`config.mk`:
```
export PLATFORM = sky130hd
export DESIGN_NAME = branch_cmp_witness_check
export DESIGN_NICKNAME = d
export VERILOG_FILES = /design/src/rtl/branch_cmp_witness_check.sv
export SDC_FILE = /design/constraint.sdc
export NUM_CORES = 1
export LEC_CHECK = 0
export ABC_AREA = 0
export BUFFER_PORTS_ARGS = -buffer_cell sky130_fd_sc_hd__buf_2
export CAP_MARGIN = 30
export CORE_ASPECT_RATIO = 0.7
export CORE_UTILIZATION = 48
export DETAILED_ROUTE_END_ITERATION = 8
export GPL_TIMING_DRIVEN = 0
export PLACE_DENSITY = 0.81
export RECOVER_POWER = 100
export SYNTH_ARGS = -nofsm -noshare
export SYNTH_HDL_FRONTEND = slang
export SYNTH_SLANG_ARGS = --single-unit
```
`constraint.sdc`:
```
create_clock -name vclk -period 3.6
set_input_delay 0.18 -clock vclk [all_inputs]
set_output_delay 0.18 -clock vclk [all_outputs]
set_load 0.05 [all_outputs]
```
`src/rtl/branch_cmp_witness_check.sv`:
```
module branch_cmp_witness_check #(
  parameter int NL   = 4,
  parameter int LB   = 8,
  parameter int PCW  = 32,
  parameter int STEP = 4
) (
  input  logic [NL*LB-1:0]        a_limbs,
  input  logic [NL*LB-1:0]        b_limbs,
  input  logic                    op_slt,
  input  logic                    op_ult,
  input  logic                    op_sge,
  input  logic                    op_uge,
  input  logic                    br_taken,
  input  logic                    lt_claim,
  input  logic signed [LB+1:0]    a_top_s,
  input  logic signed [LB+1:0]    b_top_s,
  input  logic [NL-1:0]           mark,
  input  logic [LB+1:0]           diff_val,
  input  logic [PCW-1:0]          pc,
  input  logic [PCW-1:0]          imm,
  output logic                    valid,
  output logic [PCW-1:0]          next_pc,
  output logic [9:0]              err
);
  localparam int DW    = LB + 4;
  localparam int TOPLO = (NL - 1) * LB;
  localparam int FULL  = 1 << LB;
  localparam int HALF  = 1 << (LB - 1);

  logic signed [DW-1:0] a_top_x, b_top_x, a_raw_x, b_raw_x, lift_a, lift_b;
  logic signed [DW-1:0] d  [NL];
  logic signed [DW-1:0] od [NL];
  logic signed [DW-1:0] sel_diff;
  logic [NL-1:0]        above_bad;
  logic                 signed_op, marked, lt_ok, rng_a, rng_b;

  assign signed_op = op_slt | op_sge;
  assign marked    = |mark;

  assign a_top_x = DW'(a_top_s);
  assign b_top_x = DW'(b_top_s);
  assign a_raw_x = $signed({{(DW-LB){1'b0}}, a_limbs[TOPLO +: LB]});
  assign b_raw_x = $signed({{(DW-LB){1'b0}}, b_limbs[TOPLO +: LB]});
  assign lift_a  = a_raw_x - a_top_x;
  assign lift_b  = b_raw_x - b_top_x;

  for (genvar i = 0; i < NL; i++) begin : g_limb
    logic signed [DW-1:0] ai, bi;
    if (i == NL - 1) begin : g_top
      assign ai = a_top_x;
      assign bi = b_top_x;
    end else begin : g_low
      assign ai = $signed({{(DW-LB){1'b0}}, a_limbs[i*LB +: LB]});
      assign bi = $signed({{(DW-LB){1'b0}}, b_limbs[i*LB +: LB]});
    end
    assign d[i]         = bi - ai;
    assign od[i]        = lt_claim ? d[i] : -d[i];
    assign above_bad[i] = !(|mark[NL-1:i]) && (d[i] != '0);
  end

  always_comb begin
    sel_diff = '0;
    for (int i = 0; i < NL; i++)
      if (mark[i]) sel_diff = sel_diff | od[i];
  end

  always_comb begin
    if (op_slt | op_ult)      lt_ok = (lt_claim == br_taken);
    else if (op_sge | op_uge) lt_ok = (lt_claim == !br_taken);
    else                      lt_ok = 1'b1;
  end

  assign rng_a = signed_op ? (a_top_x >= -DW'(HALF) && a_top_x < DW'(HALF))
                           : (!a_top_x[DW-1] && a_top_x < DW'(FULL));
  assign rng_b = signed_op ? (b_top_x >= -DW'(HALF) && b_top_x < DW'(HALF))
                           : (!b_top_x[DW-1] && b_top_x < DW'(FULL));

  assign err[0] = ($countones({op_slt, op_ult, op_sge, op_uge}) != 1);
  assign err[1] = !lt_ok;
  assign err[2] = (lift_a != '0) && (lift_a != DW'(FULL));
  assign err[3] = (lift_b != '0) && (lift_b != DW'(FULL));
  assign err[4] = !(rng_a && rng_b);
  assign err[5] = ($countones(mark) > 1);
  assign err[6] = |above_bad;
  assign err[7] = marked && ($signed({2'b00, diff_val}) != sel_diff);
  assign err[8] = marked && (diff_val == '0 || diff_val > (LB+2)'(FULL));
  assign err[9] = !marked && lt_claim;

  assign valid   = (err == '0);
  assign next_pc = pc + (br_taken ? imm : PCW'(STEP));
endmodule


```
# Yosys cells after proc, flatten, opt, wreduce, memory -nomap -nowiden
# Cells that the tools add are included.
[word_totals] wordCells=86 n_memories=0 ff_bits=0 mem_bits_ro=0 mem_bits_rw=0 in_bits=168 latch_bits=0
[classes] eq_ne=6 div=0 n_reduce_logical=36 order_cmp=8 mux=13 n_bitwise=6 addsub=17 shifts=0 n_mul=0
[ops] cell="12-bit two-way mux" n=8
[ops] cell="12-bit nonzero test" n=6
[ops] cell="9-bit negator with 12-bit output" n=3
[ops] cell="12-bit OR" n=3
[ops] cell="32-bit adder" n=1
[ops] cell="32-bit two-way mux" n=1
[ops] cell="8-bit by 8-bit subtractor with 9-bit output" n=3
[ops] cell="11-bit by 10-bit inequality test with 1-bit output, second input constant" n=2
[ops] cell="9-bit by 10-bit subtractor with 11-bit output" n=2
[ops] cell="10-bit by 8-bit greater-or-equal comparator with 1-bit output, second input constant" n=2
[ops] cell="10-bit logical NOT" n=2
[ops] cell="10-bit < comparator, second input constant" n=2
[ops] cell="10-bit by 9-bit < comparator with 1-bit output, second input constant" n=2
[ops] cell="1-bit logical AND" n=14
[ops] cell="11-bit by 12-bit inequality test with 1-bit output" n=1
[ops] cell="11-bit negator with 12-bit output" n=1
[ops] cell="10-bit by 10-bit subtractor with 11-bit output" n=1
[ops] cell="10-bit by 9-bit greater-than comparator with 1-bit output, second input constant" n=1
[ops] cell="1-bit logical NOT" n=9
[ops] cell="1-bit by 1-bit adder with 2-bit output" n=4
[ops] cell="4-bit OR reduction" n=2
[ops] cell="2-bit by 2-bit adder with 3-bit output" n=2
[ops] cell="1-bit two-way mux" n=4
[ops] cell="3-bit by 1-bit greater-than comparator with 1-bit output, second input constant" n=1
[ops] cell="6 further kinds" n=9

# Longest topological paths before layout
[logic_depth] word_depth=13 depth_mapped=17

# Least setup slack after synthesis
# Ideal clock, no wire load.
[synth_path] path_type="input -> output" start="input b_limbs[8]" end="output valid" setup_slack_ns=-0.925 required_time_ns=3.420 t_arrival_ns=4.345 n_path_buf=0 stages=17 cell_sequence="inv_1 ha_1 fa_1 nand2b_1 a21oi_1 xor2_1 nor4_1 nand2_1 nor2_1 ha_1 a222oi_1 nor2_1 a211o_1 or3_1 a2bb2oi_1 nand4_1 a2111oi_2"
[synth_via] elab_chain_cells=12 elab_cells_between_ends=15 cone_classes="add/sub: 2; eq/ne: 1; mux: 4; bitwise: 3; reduce/logical: 5"
[synth_lines] item="from (decl)" line_no="8" rtl="input logic [NL*LB-1:0] b_limbs,"
[synth_lines] item="8-bit by 8-bit subtractor with 9-bit output (*)" line_no="56" rtl="assign d[i] = bi - ai;"
[synth_lines] item="9-bit negator with 12-bit output" line_no="57" rtl="assign od[i] = lt_claim ? d[i] : -d[i];"
[synth_lines] item="12-bit two-way mux" line_no="57"
[synth_lines] item="12-bit OR" line_no="64" rtl="if (mark[i]) sel_diff = sel_diff | od[i];"
[synth_lines] item="12-bit two-way mux" line_no="64"
[synth_lines] item="12-bit OR" line_no="64"
[synth_lines] item="12-bit two-way mux" line_no="64"
[synth_lines] item="12-bit OR" line_no="64"
[synth_lines] item="12-bit two-way mux" line_no="64"
[synth_lines] item="11-bit by 12-bit inequality test with 1-bit output" line_no="85" rtl="assign err[7] = marked && ($signed({2'b00, diff_val}) != sel_diff);"
[synth_lines] item="1-bit logical AND" line_no="85"
[synth_lines] item="10-bit logical NOT (*)" line_no="89" rtl="assign valid = (err == '0);"
[synth_lines] item="to (decl)" line_no="21" rtl="output logic valid,"
# Mark *: on every way between the ends. The rest lies on a longest branch, timed or not.

# Worst setup path after layout
# Same ends and word-level chain as after synthesis.

==> run summary <==
=================================================================================
Average wire per standard cell                                            15.4 µm
Pwr Total                                                                 1.63 mW
Synthesized-area fraction occupied by ao, oa, aoi and oai cells             30.3%
Area of the core                                                       11,300 µm²
Period utilization                                                           115%
Setup repair after global routing missed its margin                           yes
Largest net degree at the start of global routing                              11
Area grow syn2layout                                                        30.8%
Top cells by instance count after synthesis                          93 x ha_1, 81 x inv_1, 52 x a21oi_1
Cell area after layout                                                   7410 µm²
Switching Power                                                            993 µW
Cell accounting for the most synthesized area                                ha_1
Number of clock buffer instances in the layout                                  0
Y dimension of the die                                                    92.9 µm
Maximum vdd drop                                                         0.208 mV
Final core occ                                                              65.9%
Layout net count                                                            1,274
Crit path buffers/inverters                                                     3
Post-route DRC                                                                  0
Part of the power in combinational logic                                   100.0%
Multi-input gate area in the final layout                                5620 µm²
Share of total power consumed by net switching                              60.9%
Count of final setup violators                                                  2
Diodes inserted                                                                 0
Status                                                               finished with violations
Routed wire length                                                        17.9 mm
Initial standard-cell utilization of the core                               50.4%
Largest stage delay, worst path                                            600 ps
Area share of the largest cell type after synthesis                         20.5%
Remaining global-route overflow                                                 0
Count of yosys warnings during synthesis                                        0
Xor-xnor portion of the synthesized cell area                               11.7%
Worst endpoint data arrival time                                          3970 ps
Post-Synth Adder-Cell Area                                                  23.0%
CP endpoint kind                                                       output pin
Critical Path Start Type                                               input port
Hold buffer count at CTS                                                        0
Worst-path cell chain                                                buf_6, inv_4, ha_4, fa_2, ha_4, nand2_4, nor4_4, nand2_1, nor2_1, ha_1, a222oi_1, nor2_1, a211o_1, or3_4, a2bb2oi_2, nand4_1, a2111oi_2, buf_4
Slew at the pin closest to its max-slew limit                              761 ps
Path type of the worst min-delay path                                input port to output pin
Wire length of the first global-routing pass                              27.9 mm
Post-synthesis cell area                                                 5670 µm²
Cell Int Power                                                             638 µW
Slowest cell on the critical path                                            fa_2
Via-to-Cell Ratio                                                            5.75
Ports                                                                         211
Gate count after technology mapping                                           782
Filler instances                                                            1,024
Sequential cell count                                                           0
Power per cell area                                                    220 nW/µm²
Kind of cell adding the most delay to the critical path               adder cells
Final WS setup                                                            -548 ps
Maximum frequency from static timing analysis                             241 MHz
Die Span X                                                                 132 µm
Placement-stage cell area                                                6960 µm²
Top cells by area in the synthesized netlist                         ha_1 21%, xnor2_1 5.9%, inv_1 5.4%
Unique cell type count in the Yosys netlist                                    84
CP required                                                               3420 ps
Leakage power                                                             3.70 nW
Fraction of layout instances using a drive strength above 1                 30.2%
DIE AREA                                                               12,200 µm²
Max capacitance violation total                                                 0
# rows                                                                         32
Post-DRT Antenna Nets                                                           0
Portion of the post-synthesis area used by sequential elements                 0%
Number of optimization iterations in the first detailed-route pass              5
Mapped Nets                                                                 1,050
Failing checks                                                       negative setup slack
Portion of total power attributed to sequential cells                          0%
Period minus WS final                                                     4150 ps
Synthesized area per cell                                                7.24 µm²
Worst slew slack as a fraction of its limit                                 48.6%
FF+latch area                                                               0 µm²
Routability cong.                                                           0.968
Via count of the first global-routing pass                                  5,828
Total global routing track utilization                                      27.2%
Final number of hold-violating endpoints                                        0
Most instantiated library cell after synthesis                               ha_1
Simple logic cell fraction of the synthesized area                          24.9%
Total number of vias                                                        6,656
DRT iter0 DRCs                                                                439
Proportion of synthesized area in mux cells                                 2.65%
Post-detail-place hpwl                                                    14.7 mm
Combinational family with the most area after synthesis              compound AO/OA/AOI/OAI gates
Clock power share                                                              0%
Critical path class                                                  input port to output pin
Peak fanout along the critical path                                             4
Count of pins over their slew limit                                             0
Antenna violations before repair                                                1
Count of buffers from port buffering                                          210
=================================================================================
[placed cells by master, fill, tap and decap left out, drive strengths merged, types with 19 or more instances in the layout]
master,instances
buf,196
and2,35
inv,81
nand2b,22
o21ai,46
xnor2,39
xor2,22
nand2,37
a21o,22
nand3,19
ha,93
clkbuf,43
a21oi,53
nor2,45
[timing repair]
item / 4_1_cts / 5_1_grt
setup buffers: 8 / 6
resized for setup: 51 / 38
endpoints found under the hold margin: 0 / 0
pin swaps: 21 / 15
endpoints found under the setup margin: 7 / 9
[kinds of logic (layout without fill, tap and decap cells)]
family,count (synthesis),after routing
AND/OR/NAND/NOR,256,256
AO/OA/AOI/OAI,246,246
adder cells (fa/ha/maj),100,100
buffers and inverters,99,321
XOR/XNOR,66,66
multiplexers,15,15
[final timing paths]
check / start / end / slack (ps) / cells after the start
setup / recovery: b_limbs[8] / valid / -550 / 18
hold / removal: pc[31] / next_pc[31] / 840 / 4
[worst min-delay path, cell delays in order]
cell and delay, ps:
buf_2 90, xnor2_1 120, xnor2_1 60, buf_2 200
[metal layers]
metal / track usage (%) / part of all wire (%) / wire, µm / up-vias
met5: 0 / 0.062 / 11 / -
met4: 2.33 / 1.1 / 199 / 2
met3: 3.34 / 9.3 / 1660 / 24
met2: 43.4 / 43 / 7620 / 316
li1: - / - / - / 3326
met1: 39.9 / 47 / 8360 / 2988
[power by group through the flow]
stage	clock [mW]	combinational [mW]	sequential [mW]
6_report	0	1.63	0
2_1_floorplan	0	1.13	0
3_5_place_dp	0	1.49	0
3_3_place_gp	0	1.47	0
5_1_grt	0	1.76	0
4_1_cts	0	1.56	0
[metrics by stage]
stage               cells  hold slack [ps]  TNS, ps  setup WS, ps
floorplan             782              689     -699          -699
global placement     1145              805    -2800          -710
detailed placement   1145              839    -2890          -716
CTS                  1153              839     -762          -552
global route         1157              865    -1350          -802
finish               1157              836     -825          -548
[layout make-up]
class / count / share of cell area (%)
Inverter: 82 / 4.22
Multi-Input combinational cell: 683 / 75.8
Buffer: 15 / 1.65
Timing Repair Buffer: 224 / 15.8
Tap cell: 153 / 2.58
Power figures use the tool's default switching activity.
